### src/rtl/gmp_pkg.sv
package gmp_pkg;
   // Kind of register an address selects
   typedef enum logic [1:0] {
      ACC_NONE = 2'd0,
      ACC_DATA = 2'd1,
      ACC_DIR  = 2'd2
   } acc_kind_e;
endpackage

### src/rtl/gmp_decode.sv
module gmp_decode
   import gmp_pkg::*;
#(
   parameter int PINS     = 8,
   parameter int ADDR_W   = 12,
   parameter int MASK_LSB = 2
) (
   input  logic [ADDR_W-1:0] addr,
   output acc_kind_e         kind,
   output logic [PINS-1:0]   mask
);
   localparam int WIN_MSB = MASK_LSB + PINS;
   localparam logic [ADDR_W-1:0] DIR_ADDR = ADDR_W'(1) << WIN_MSB;

   generate
      if (ADDR_W <= WIN_MSB) begin : g_bad_addr
         $error("gmp_decode: ADDR_W too small for mask window");
      end
      if (MASK_LSB < 1) begin : g_bad_lsb
         $error("gmp_decode: MASK_LSB must be at least 1");
      end
   endgenerate

   assign mask = addr[MASK_LSB +: PINS];

   always_comb begin
      if (addr[ADDR_W-1:WIN_MSB] == '0)
         kind = ACC_DATA;
      else if (addr == DIR_ADDR)
         kind = ACC_DIR;
      else
         kind = ACC_NONE;
   end
endmodule

### src/rtl/gmp_sync.sv
module gmp_sync #(
   parameter int PINS   = 8,
   parameter int STAGES = 2
) (
   input  logic            clk,
   input  logic            rst_n,
   input  logic [PINS-1:0] d,
   output logic [PINS-1:0] q
);
   generate
      if (STAGES < 2 || STAGES > 4) begin : g_bad_stages
         $error("gmp_sync: STAGES must be 2..4");
      end
   endgenerate

   logic [STAGES-1:0][PINS-1:0] chain;
   logic armed;

   always_ff @(posedge clk or negedge rst_n) begin
      if (!rst_n) chain[0] <= '0;
      else        chain[0] <= d;
   end

   generate
      for (genvar s = 1; s < STAGES; s++) begin : g_stage
         always_ff @(posedge clk or negedge rst_n) begin
            if (!rst_n) chain[s] <= '0;
            else        chain[s] <= chain[s-1];
         end
         // each stage carries the previous stage one edge later
         a_r6_stage_shift: assert property (@(posedge clk) disable iff (!rst_n)
            armed |-> chain[s] == $past(chain[s-1]));
      end
   endgenerate

   always_ff @(posedge clk or negedge rst_n) begin
      if (!rst_n) armed <= 1'b0;
      else        armed <= 1'b1;
   end

   // first stage captures the pad one edge later
   a_r6_first_stage: assert property (@(posedge clk) disable iff (!rst_n)
      armed |-> chain[0] == $past(d));

   assign q = chain[STAGES-1];
endmodule

### src/rtl/gmp_regs.sv
module gmp_regs
   import gmp_pkg::*;
#(
   parameter int PINS = 8
) (
   input  logic            clk,
   input  logic            rst_n,
   input  logic            wr_en,
   input  acc_kind_e       kind,
   input  logic [PINS-1:0] mask,
   input  logic [PINS-1:0] wdata,
   output logic [PINS-1:0] dir_q,
   output logic [PINS-1:0] dout_q
);
   logic wr_data, wr_dir;
   assign wr_data = wr_en && (kind == ACC_DATA);
   assign wr_dir  = wr_en && (kind == ACC_DIR);

   always_ff @(posedge clk or negedge rst_n) begin
      if (!rst_n)      dir_q <= '0;
      else if (wr_dir) dir_q <= wdata;
   end

   generate
      for (genvar i = 0; i < PINS; i++) begin : g_bit
         always_ff @(posedge clk or negedge rst_n) begin
            if (!rst_n)                  dout_q[i] <= 1'b0;
            else if (wr_data && mask[i]) dout_q[i] <= wdata[i];
         end
      end
   endgenerate

   // unselected pins hold their value across a data write
   a_r2_unmasked_hold: assert property (@(posedge clk) disable iff (!rst_n)
      wr_data |=> ((dout_q ^ $past(dout_q)) & ~$past(mask)) == '0);
   // selected pins take the written value
   a_r2_masked_take: assert property (@(posedge clk) disable iff (!rst_n)
      wr_data |=> ((dout_q ^ $past(wdata)) & $past(mask)) == '0);
   // direction only moves on a direction write
   a_r5_dir_hold: assert property (@(posedge clk) disable iff (!rst_n)
      !wr_dir |=> $stable(dir_q));
   // writes to unmapped offsets touch nothing
   a_r7_no_write: assert property (@(posedge clk) disable iff (!rst_n)
      (wr_en && kind == ACC_NONE) |=> ($stable(dir_q) && $stable(dout_q)));
endmodule

### src/rtl/gmp_rdmux.sv
module gmp_rdmux
   import gmp_pkg::*;
#(
   parameter int PINS = 8
) (
   input  logic            clk,
   input  logic            rst_n,
   input  logic            rd_en,
   input  acc_kind_e       kind,
   input  logic [PINS-1:0] mask,
   input  logic [PINS-1:0] dir_q,
   input  logic [PINS-1:0] dout_q,
   input  logic [PINS-1:0] pins,
   output logic [PINS-1:0] rdata
);
   logic [PINS-1:0] view;

   generate
      for (genvar i = 0; i < PINS; i++) begin : g_view
         assign view[i] = mask[i] & (dir_q[i] ? dout_q[i] : pins[i]);
      end
   endgenerate

   always_comb begin
      rdata = '0;
      if (rd_en) begin
         unique case (kind)
            ACC_DATA: rdata = view;
            ACC_DIR:  rdata = dir_q;
            default:  rdata = '0;
         endcase
      end
   end

   // unselected pins read as zero
   a_r3_masked_zero: assert property (@(posedge clk) disable iff (!rst_n)
      (rd_en && kind == ACC_DATA) |-> (rdata & ~mask) == '0);
   // unmapped offsets read as zero
   a_r7_unmapped_zero: assert property (@(posedge clk) disable iff (!rst_n)
      (rd_en && kind == ACC_NONE) |-> rdata == '0);
endmodule

### src/rtl/gmp_port.sv
module gmp_port
   import gmp_pkg::*;
#(
   parameter int PINS     = 8,
   parameter int ADDR_W   = 12,
   parameter int MASK_LSB = 2,
   parameter int SYNC_LEN = 2
) (
   input  logic              pclk,
   input  logic              presetn,
   input  logic              psel,
   input  logic              penable,
   input  logic              pwrite,
   input  logic [ADDR_W-1:0] paddr,
   input  logic [PINS-1:0]   pwdata,
   output logic [PINS-1:0]   prdata,
   output logic              pready,
   output logic              pslverr,
   input  logic [PINS-1:0]   pad_in,
   output logic [PINS-1:0]   pad_oe,
   output logic [PINS-1:0]   pad_out,
   output logic [PINS-1:0]   pin_sync
);
   acc_kind_e       kind;
   logic [PINS-1:0] mask, dir_q, dout_q;
   logic            wr_en, rd_en;

   assign wr_en = psel & penable & pwrite;
   assign rd_en = psel & ~pwrite;

   gmp_decode #(.PINS(PINS), .ADDR_W(ADDR_W), .MASK_LSB(MASK_LSB)) u_decode (
      .addr (paddr),
      .kind (kind),
      .mask (mask)
   );

   gmp_regs #(.PINS(PINS)) u_regs (
      .clk    (pclk),
      .rst_n  (presetn),
      .wr_en  (wr_en),
      .kind   (kind),
      .mask   (mask),
      .wdata  (pwdata),
      .dir_q  (dir_q),
      .dout_q (dout_q)
   );

   gmp_sync #(.PINS(PINS), .STAGES(SYNC_LEN)) u_sync (
      .clk   (pclk),
      .rst_n (presetn),
      .d     (pad_in),
      .q     (pin_sync)
   );

   gmp_rdmux #(.PINS(PINS)) u_rdmux (
      .clk    (pclk),
      .rst_n  (presetn),
      .rd_en  (rd_en),
      .kind   (kind),
      .mask   (mask),
      .dir_q  (dir_q),
      .dout_q (dout_q),
      .pins   (pin_sync),
      .rdata  (prdata)
   );

   assign pad_oe  = dir_q;
   assign pad_out = dout_q;
   assign pready  = 1'b1;
   assign pslverr = 1'b0;

   // selected output pins read back the driven value
   a_r4_out_readback: assert property (@(posedge pclk) disable iff (!presetn)
      (rd_en && kind == ACC_DATA) |-> ((prdata ^ pad_out) & mask & pad_oe) == '0);
   // selected input pins read back the synchronised pad
   a_r4_in_readback: assert property (@(posedge pclk) disable iff (!presetn)
      (rd_en && kind == ACC_DATA) |-> ((prdata ^ pin_sync) & mask & ~pad_oe) == '0);
endmodule

### config.mk
export PLATFORM = sky130hd
export DESIGN_NAME = gmp_port
export DESIGN_NICKNAME = d
export VERILOG_FILES = /design/src/rtl/gmp_pkg.sv /design/src/rtl/gmp_decode.sv /design/src/rtl/gmp_sync.sv /design/src/rtl/gmp_regs.sv /design/src/rtl/gmp_rdmux.sv /design/src/rtl/gmp_port.sv
export SDC_FILE = /design/constraint.sdc
export NUM_CORES = 1
export LEC_CHECK = 0
export ABC_AREA = 1
export BUFFER_PORTS_ARGS = -buffer_cell sky130_fd_sc_hd__buf_2
export CAP_MARGIN = 10
export CORE_AREA = 2 2 70 72
export DETAILED_ROUTE_END_ITERATION = 8
export DIE_AREA = 0 0 72 74
export GPL_ROUTABILITY_DRIVEN = 0
export MAX_ROUTING_LAYER = met4
export PLACE_DENSITY = 0.7
export SLEW_MARGIN = 0
export SYNTH_ARGS = -nofsm -noshare
export SYNTH_HDL_FRONTEND = slang
export SYNTH_HIERARCHICAL = 1
export SYNTH_SLANG_ARGS = --single-unit
### constraint.sdc
create_clock -name pclk -period 2.42 [get_ports pclk]
set_input_delay 0.484 -clock pclk [delete_from_list [all_inputs] [get_ports pclk]]
set_output_delay 0.484 -clock pclk [all_outputs]
set_load 0.02 [all_outputs]
; Word level (Yosys, flattened, before mapping)
; Index checks and enable logic that the tools add are counted.
[totals]
out_inout_bits = 34
input_bits = 33
regBits = 32
wordCells = 49
[op_classes]
reduce_logical = 11
n_eq_ne = 3
bitwise_logic = 12
n_mux = 12
[ops]
columns = op, count
row1 = 8-bit case mux with 2 select lines, 1
row2 = 12-bit by 11-bit equality test with 1-bit output (second input constant), 1
row3 = 1-bit bitwise AND, 11
row4 = 1-bit logical AND, 10
row5 = 1-bit 2-to-1 mux, 8
row6 = 8-bit 2-to-1 mux, 1
row7 = 2-bit 2-to-1 mux, 2
row8 = 2-bit by 1-bit equality test with 1-bit output (second input constant), 1
row9 = 2-bit equality test (second input constant), 1
row10 = 2-bit logical NOT, 1
row11 = 1-bit inverter, 1

; Longest topological paths before layout
[logic_depth]
word_depth = 6
ltp_mapped = 12
mapped_depth_nobuf = 11

; Cells and area by module
; The synthesis kept the hierarchy.
[modules_own_cells]
columns = mod, seq_area_each_um2, cells_each, n_inst, area_per_inst_um2
row1 = gmp_regs, 400.4, 80, 1, 758.2
row2 = gmp_sync, 400.4, 24, 1, 460.4
row3 = gmp_rdmux, 0.0, 85, 1, 362.8
row4 = gmp_decode, 0.0, 27, 1, 136.4
row5 = gmp_port, 0.0, 8, 1, 40.0

; Worst setup path before layout
; OpenSTA, ideal clock, no wires.
[synth_path]
path_kind = input-to-output
start = input paddr[4]
end = output prdata[0]
stages = 9
setup_slack_ns = 0.125
required_time_ns = 1.936
arrival_time_ns = 1.811
cell_sequence = inv_1 nand2_1 nor2_2 nand2_1 nor2_2 ha_1 nor2_1 inv_1 a21oi_1
[synth_between]
elab_chain_len = 6
word_cells_on_any_way = 7
cone_classes = eq/ne: 3 / mux: 4
[synth_rtl]
columns = element, line_no
row1 = "start, declared", gmp_port.sv:14  ; input logic [ADDR_W-1:0] paddr,
row2 = 12-bit by 11-bit equality test with 1-bit output *, gmp_decode.sv:29  ; else if (addr == DIR_ADDR)
row3 = 2-bit 2-to-1 mux *, gmp_decode.sv:29
row4 = 2-bit 2-to-1 mux *, gmp_decode.sv:27  ; if (addr[ADDR_W-1:WIN_MSB] == '0)
row5 = named net kind[1], gmp_port.sv:24  ; acc_kind_e kind;
row6 = 2-bit equality test or 2-bit by 1-bit equality test with 1-bit output (tied branches), gmp_rdmux.sv:27  ; unique case (kind)
row7 = 8-bit case mux with 2 select lines *, gmp_rdmux.sv:27
row8 = 8-bit 2-to-1 mux *, gmp_rdmux.sv:26  ; if (rd_en) begin
row9 = "end, declared", gmp_port.sv:16  ; output logic [PINS-1:0] prdata,
; Mark *: on every way through the listed nets, which the timed path passes. The rest lies on a longest branch.

; Worst setup path after layout
[layout_path]
start = input paddr[5]
end = output prdata[0]
; Same word-level chain as after synthesis.

==> metrics.log <==
[metrics] first-pass GRT wire length: 6.24 mm
[metrics] maximum clock path buffer count: 2
[metrics] setup total negative slack: 0 ps
[metrics] Post-Route Hold Slack: 254 ps
[metrics] post-synthesis sequential area ratio: 0.456
[metrics] number of nets in the layout: 317
[metrics] highest net fanout along the worst path: 7
[metrics] setup bufs post-CTS: 0
[metrics] Critical Path Source Type: input pin
[metrics] number of global-route vias before repair: 1345
[metrics] die boundary width: 72 um
[metrics] pin count of the biggest net entering global routing: 33
[metrics] R2R depth: 2
[metrics] pre-CTS setup slack: 14.5 ps
[metrics] number of levels the H-tree was split into: 2
[metrics] clock tree from TritonCTS: done
[metrics] Chip Height: 74 um
[metrics] Buf/Inv on CP: 4
[metrics] DRT Pass-1 Iters: 5
[metrics] average wire per cell in the routed design: 11.6 um
[metrics] core area: 4600 um2
[metrics] Post-Syn Area: 1760 um2
[metrics] filler instances: 463
[metrics] Global Route Usage Sum: 0.160
[metrics] detailed-route wire length: 3.93 mm
[metrics] via-per-instance ratio: 4.44
[metrics] max-capacitance violation count: 0
[metrics] average instance area after synthesis: 7.85 um2
[metrics] type of the tightest min-delay check: input pin to asynchronous set/reset pin
[metrics] buffer cell driving the clock tree root: clkbuf_8
[metrics] number of pins with negative max-slew slack in the final report: 0
[metrics] die area: 5330 um2
[metrics] synthesis-to-layout area growth: 23.4%
[metrics] cell with the largest stage delay on the worst path: ha_1
[metrics] largest clock skew in the final design: 0.440 ps
[metrics] required time at the worst-slack endpoint: 1940 ps
[metrics] cell class contributing the biggest share of worst-path delay: simple AND/OR/NAND/NOR gates
[metrics] setup repair after global routing missed its margin: yes
[metrics] Total Power Consumption: 1.30 mW
[metrics] Final setup viols: 0
[metrics] hpwl dp: 2.95 mm
[metrics] share of the clock period used by the worst path: 0.956
[metrics] Worst Setup Slack, final: 106 ps
[metrics] aggregate global routing overflow: 0
[metrics] final non-filler cell area: 2170 um2
[metrics] delay of the slowest cell on the worst path: 260 ps
[metrics] fin cells: 337
[metrics] Area after DPL: 2040 um2
[metrics] Synthesis Warnings: 6
[metrics] number of nets still failing antenna checks after routing: 0
[metrics] effective utilization at floorplan: 0.382
[metrics] power density over the cells: 601 nW/um2
[metrics] series of cell instances along the critical path: buf_2, inv_1, nand2_1, nor2_2, nand2_1, nor2_2, ha_1, nor2_2, inv_2, a21oi_1, buf_4
[metrics] number of sinks handled by clock tree synthesis: 32
[metrics] shortest period the worst path allows: 2310 ps
[metrics] flip-flop and latch count after synthesis: 32
[metrics] antenna violations before repair: 0
[metrics] port buffer count: 64
[metrics] Reg clk slew, reported paths: 70 ps
[metrics] post-synth cell types: 19
[metrics] highest clock rate: 0.432 GHz
[metrics] final design utilization: 0.472
[metrics] syn_nets: 259
[metrics] Detailed Route Iter0 Violations: 50
[metrics] Clock Latency Late Sink: 270 ps
[metrics] Placed Cells incl. Taps: 329
[metrics] run status: completed
[metrics] critical path arrival: 1830 ps
[metrics] number of cell rows: 25
[metrics] critical path depth in cells: 11
[metrics] final hold viol count: 0
[metrics] critical path endpoint category: primary output
[metrics] clock buffer count from CTS: 5
[metrics] drt drc: 0
[metrics] cts-stage hold buffer count: 0
[metrics] maximum vdd ir drop: 284 uV
[metrics] CTS resizes: 0
[metrics] worst slew margin relative to its limit: 0.518
[metrics] share of layout cells above drive strength 1: 0.360
[metrics] Syn Inst Count: 224
[metrics] Leak: 1.21 nW
[metrics] start-to-end type of the worst setup path: input pin to primary output
[metrics] worst slew pin tran: 723 ps
[metrics] via total after detailed routing: 1495
[metrics] cell repeated most along the worst path: nor2_2
[metrics] IO Pins: 67
[metrics] ANT cells: 0
-- registers in the layout, indices dropped and copies added, names as in the netlist --
name and flops:
u_regs/dout_q 8, u_sync/q 8, u_sync/chain 8, u_regs/dir_q 8
-- where the power goes --
| part | total, mW | leakage (nW) | internal, mW | switching (mW) |
|---|---|---|---|---|
| Clock | 0.506 | 0.0541 | 0.304 | 0.201 |
| Combinational | 0.200 | 0.755 | 0.0723 | 0.128 |
| Sequential | 0.597 | 0.402 | 0.573 | 0.0241 |
| Total | 1.30 | 1.21 | 0.950 | 0.353 |
-- cell usage in the layout (no fill, tap or decap), drive strengths merged --
cell and count:
buf 74, nand2 62, inv 51, dfrtp 32
nand3 17, nor2 10, o21ai 9, a21oi 8
nand4 8, clkbuf 5, conb 2, ha 2
clkinvlp 1, bufinv 1, clkinv 1
-- synth_stat cells (all sizes together) --
cell   instances  area (um2)
inv           51         191
conb           2        7.51
buf           23         178
ha             2        25.0
nand3         17        97.6
a21oi          8        40.0
dfrtp         32         801
nor2          10        52.6
o21ai          9        75.1
nand2         62         240
nand4          8        50.1
-- final cells by class --
type                    count  area (um2)  area share
clock inverters             3        42.5      0.0196
inverters                  51         191      0.0882
repair buffers             74         405       0.187
well taps                  54        67.6      0.0311
flip-flops and latches     32         801       0.369
multi-input cells         118         593       0.273
clock buffers               5        68.8      0.0317
-- path summary, 6_finish.rpt --
check,slack (ps),to,startpoint
setup reg to reg,1720,u_regs/dir_q[7]$_DFFE_PN0P_,u_regs/dir_q[7]$_DFFE_PN0P_
max in group asynchronous,1700,u_sync/chain[7]$_DFF_PN0_,presetn
hold / removal,250,u_sync/q[5]$_DFF_PN0_,presetn
hold reg to reg,350,u_sync/q[2]$_DFF_PN0_,u_sync/chain[2]$_DFF_PN0_
setup / recovery,110,prdata[0],paddr[5]
min in group pclk,300,u_sync/chain[3]$_DFF_PN0_,pad_in[3]
-- worst reg2reg max path, cell delays in order, from the launching register on --
cell and delay [ps]:
dfrtp_1 420, nand2_1 110, o21ai_2 60
-- logic make-up (layout without fill, tap and decap cells) --
kind of cell	count (synthesis)	after routing	share of synthesized area
AND/OR/NAND/NOR	97	97	0.251
other	2	2	0.00427
flip-flops	32	32	0.456
AO/OA/AOI/OAI	17	17	0.0655
buffers and inverters	74	133	0.210
adder cells (fa/ha/maj)	2	2	0.0142
-- per-layer routing --
| layer | share of wire | track usage | up-vias |
|---|---|---|---|
| met2 | 0.49 | 0.262 | 51 |
| met3 | 0.075 | 0.0542 | 2 |
| met1 | 0.43 | 0.187 | 675 |
| li1 | - | - | 767 |
| met5 | 0 | - | - |
| met4 | 0.0059 | 0.0503 | 0 |
Power figures use the tool's default switching activity.
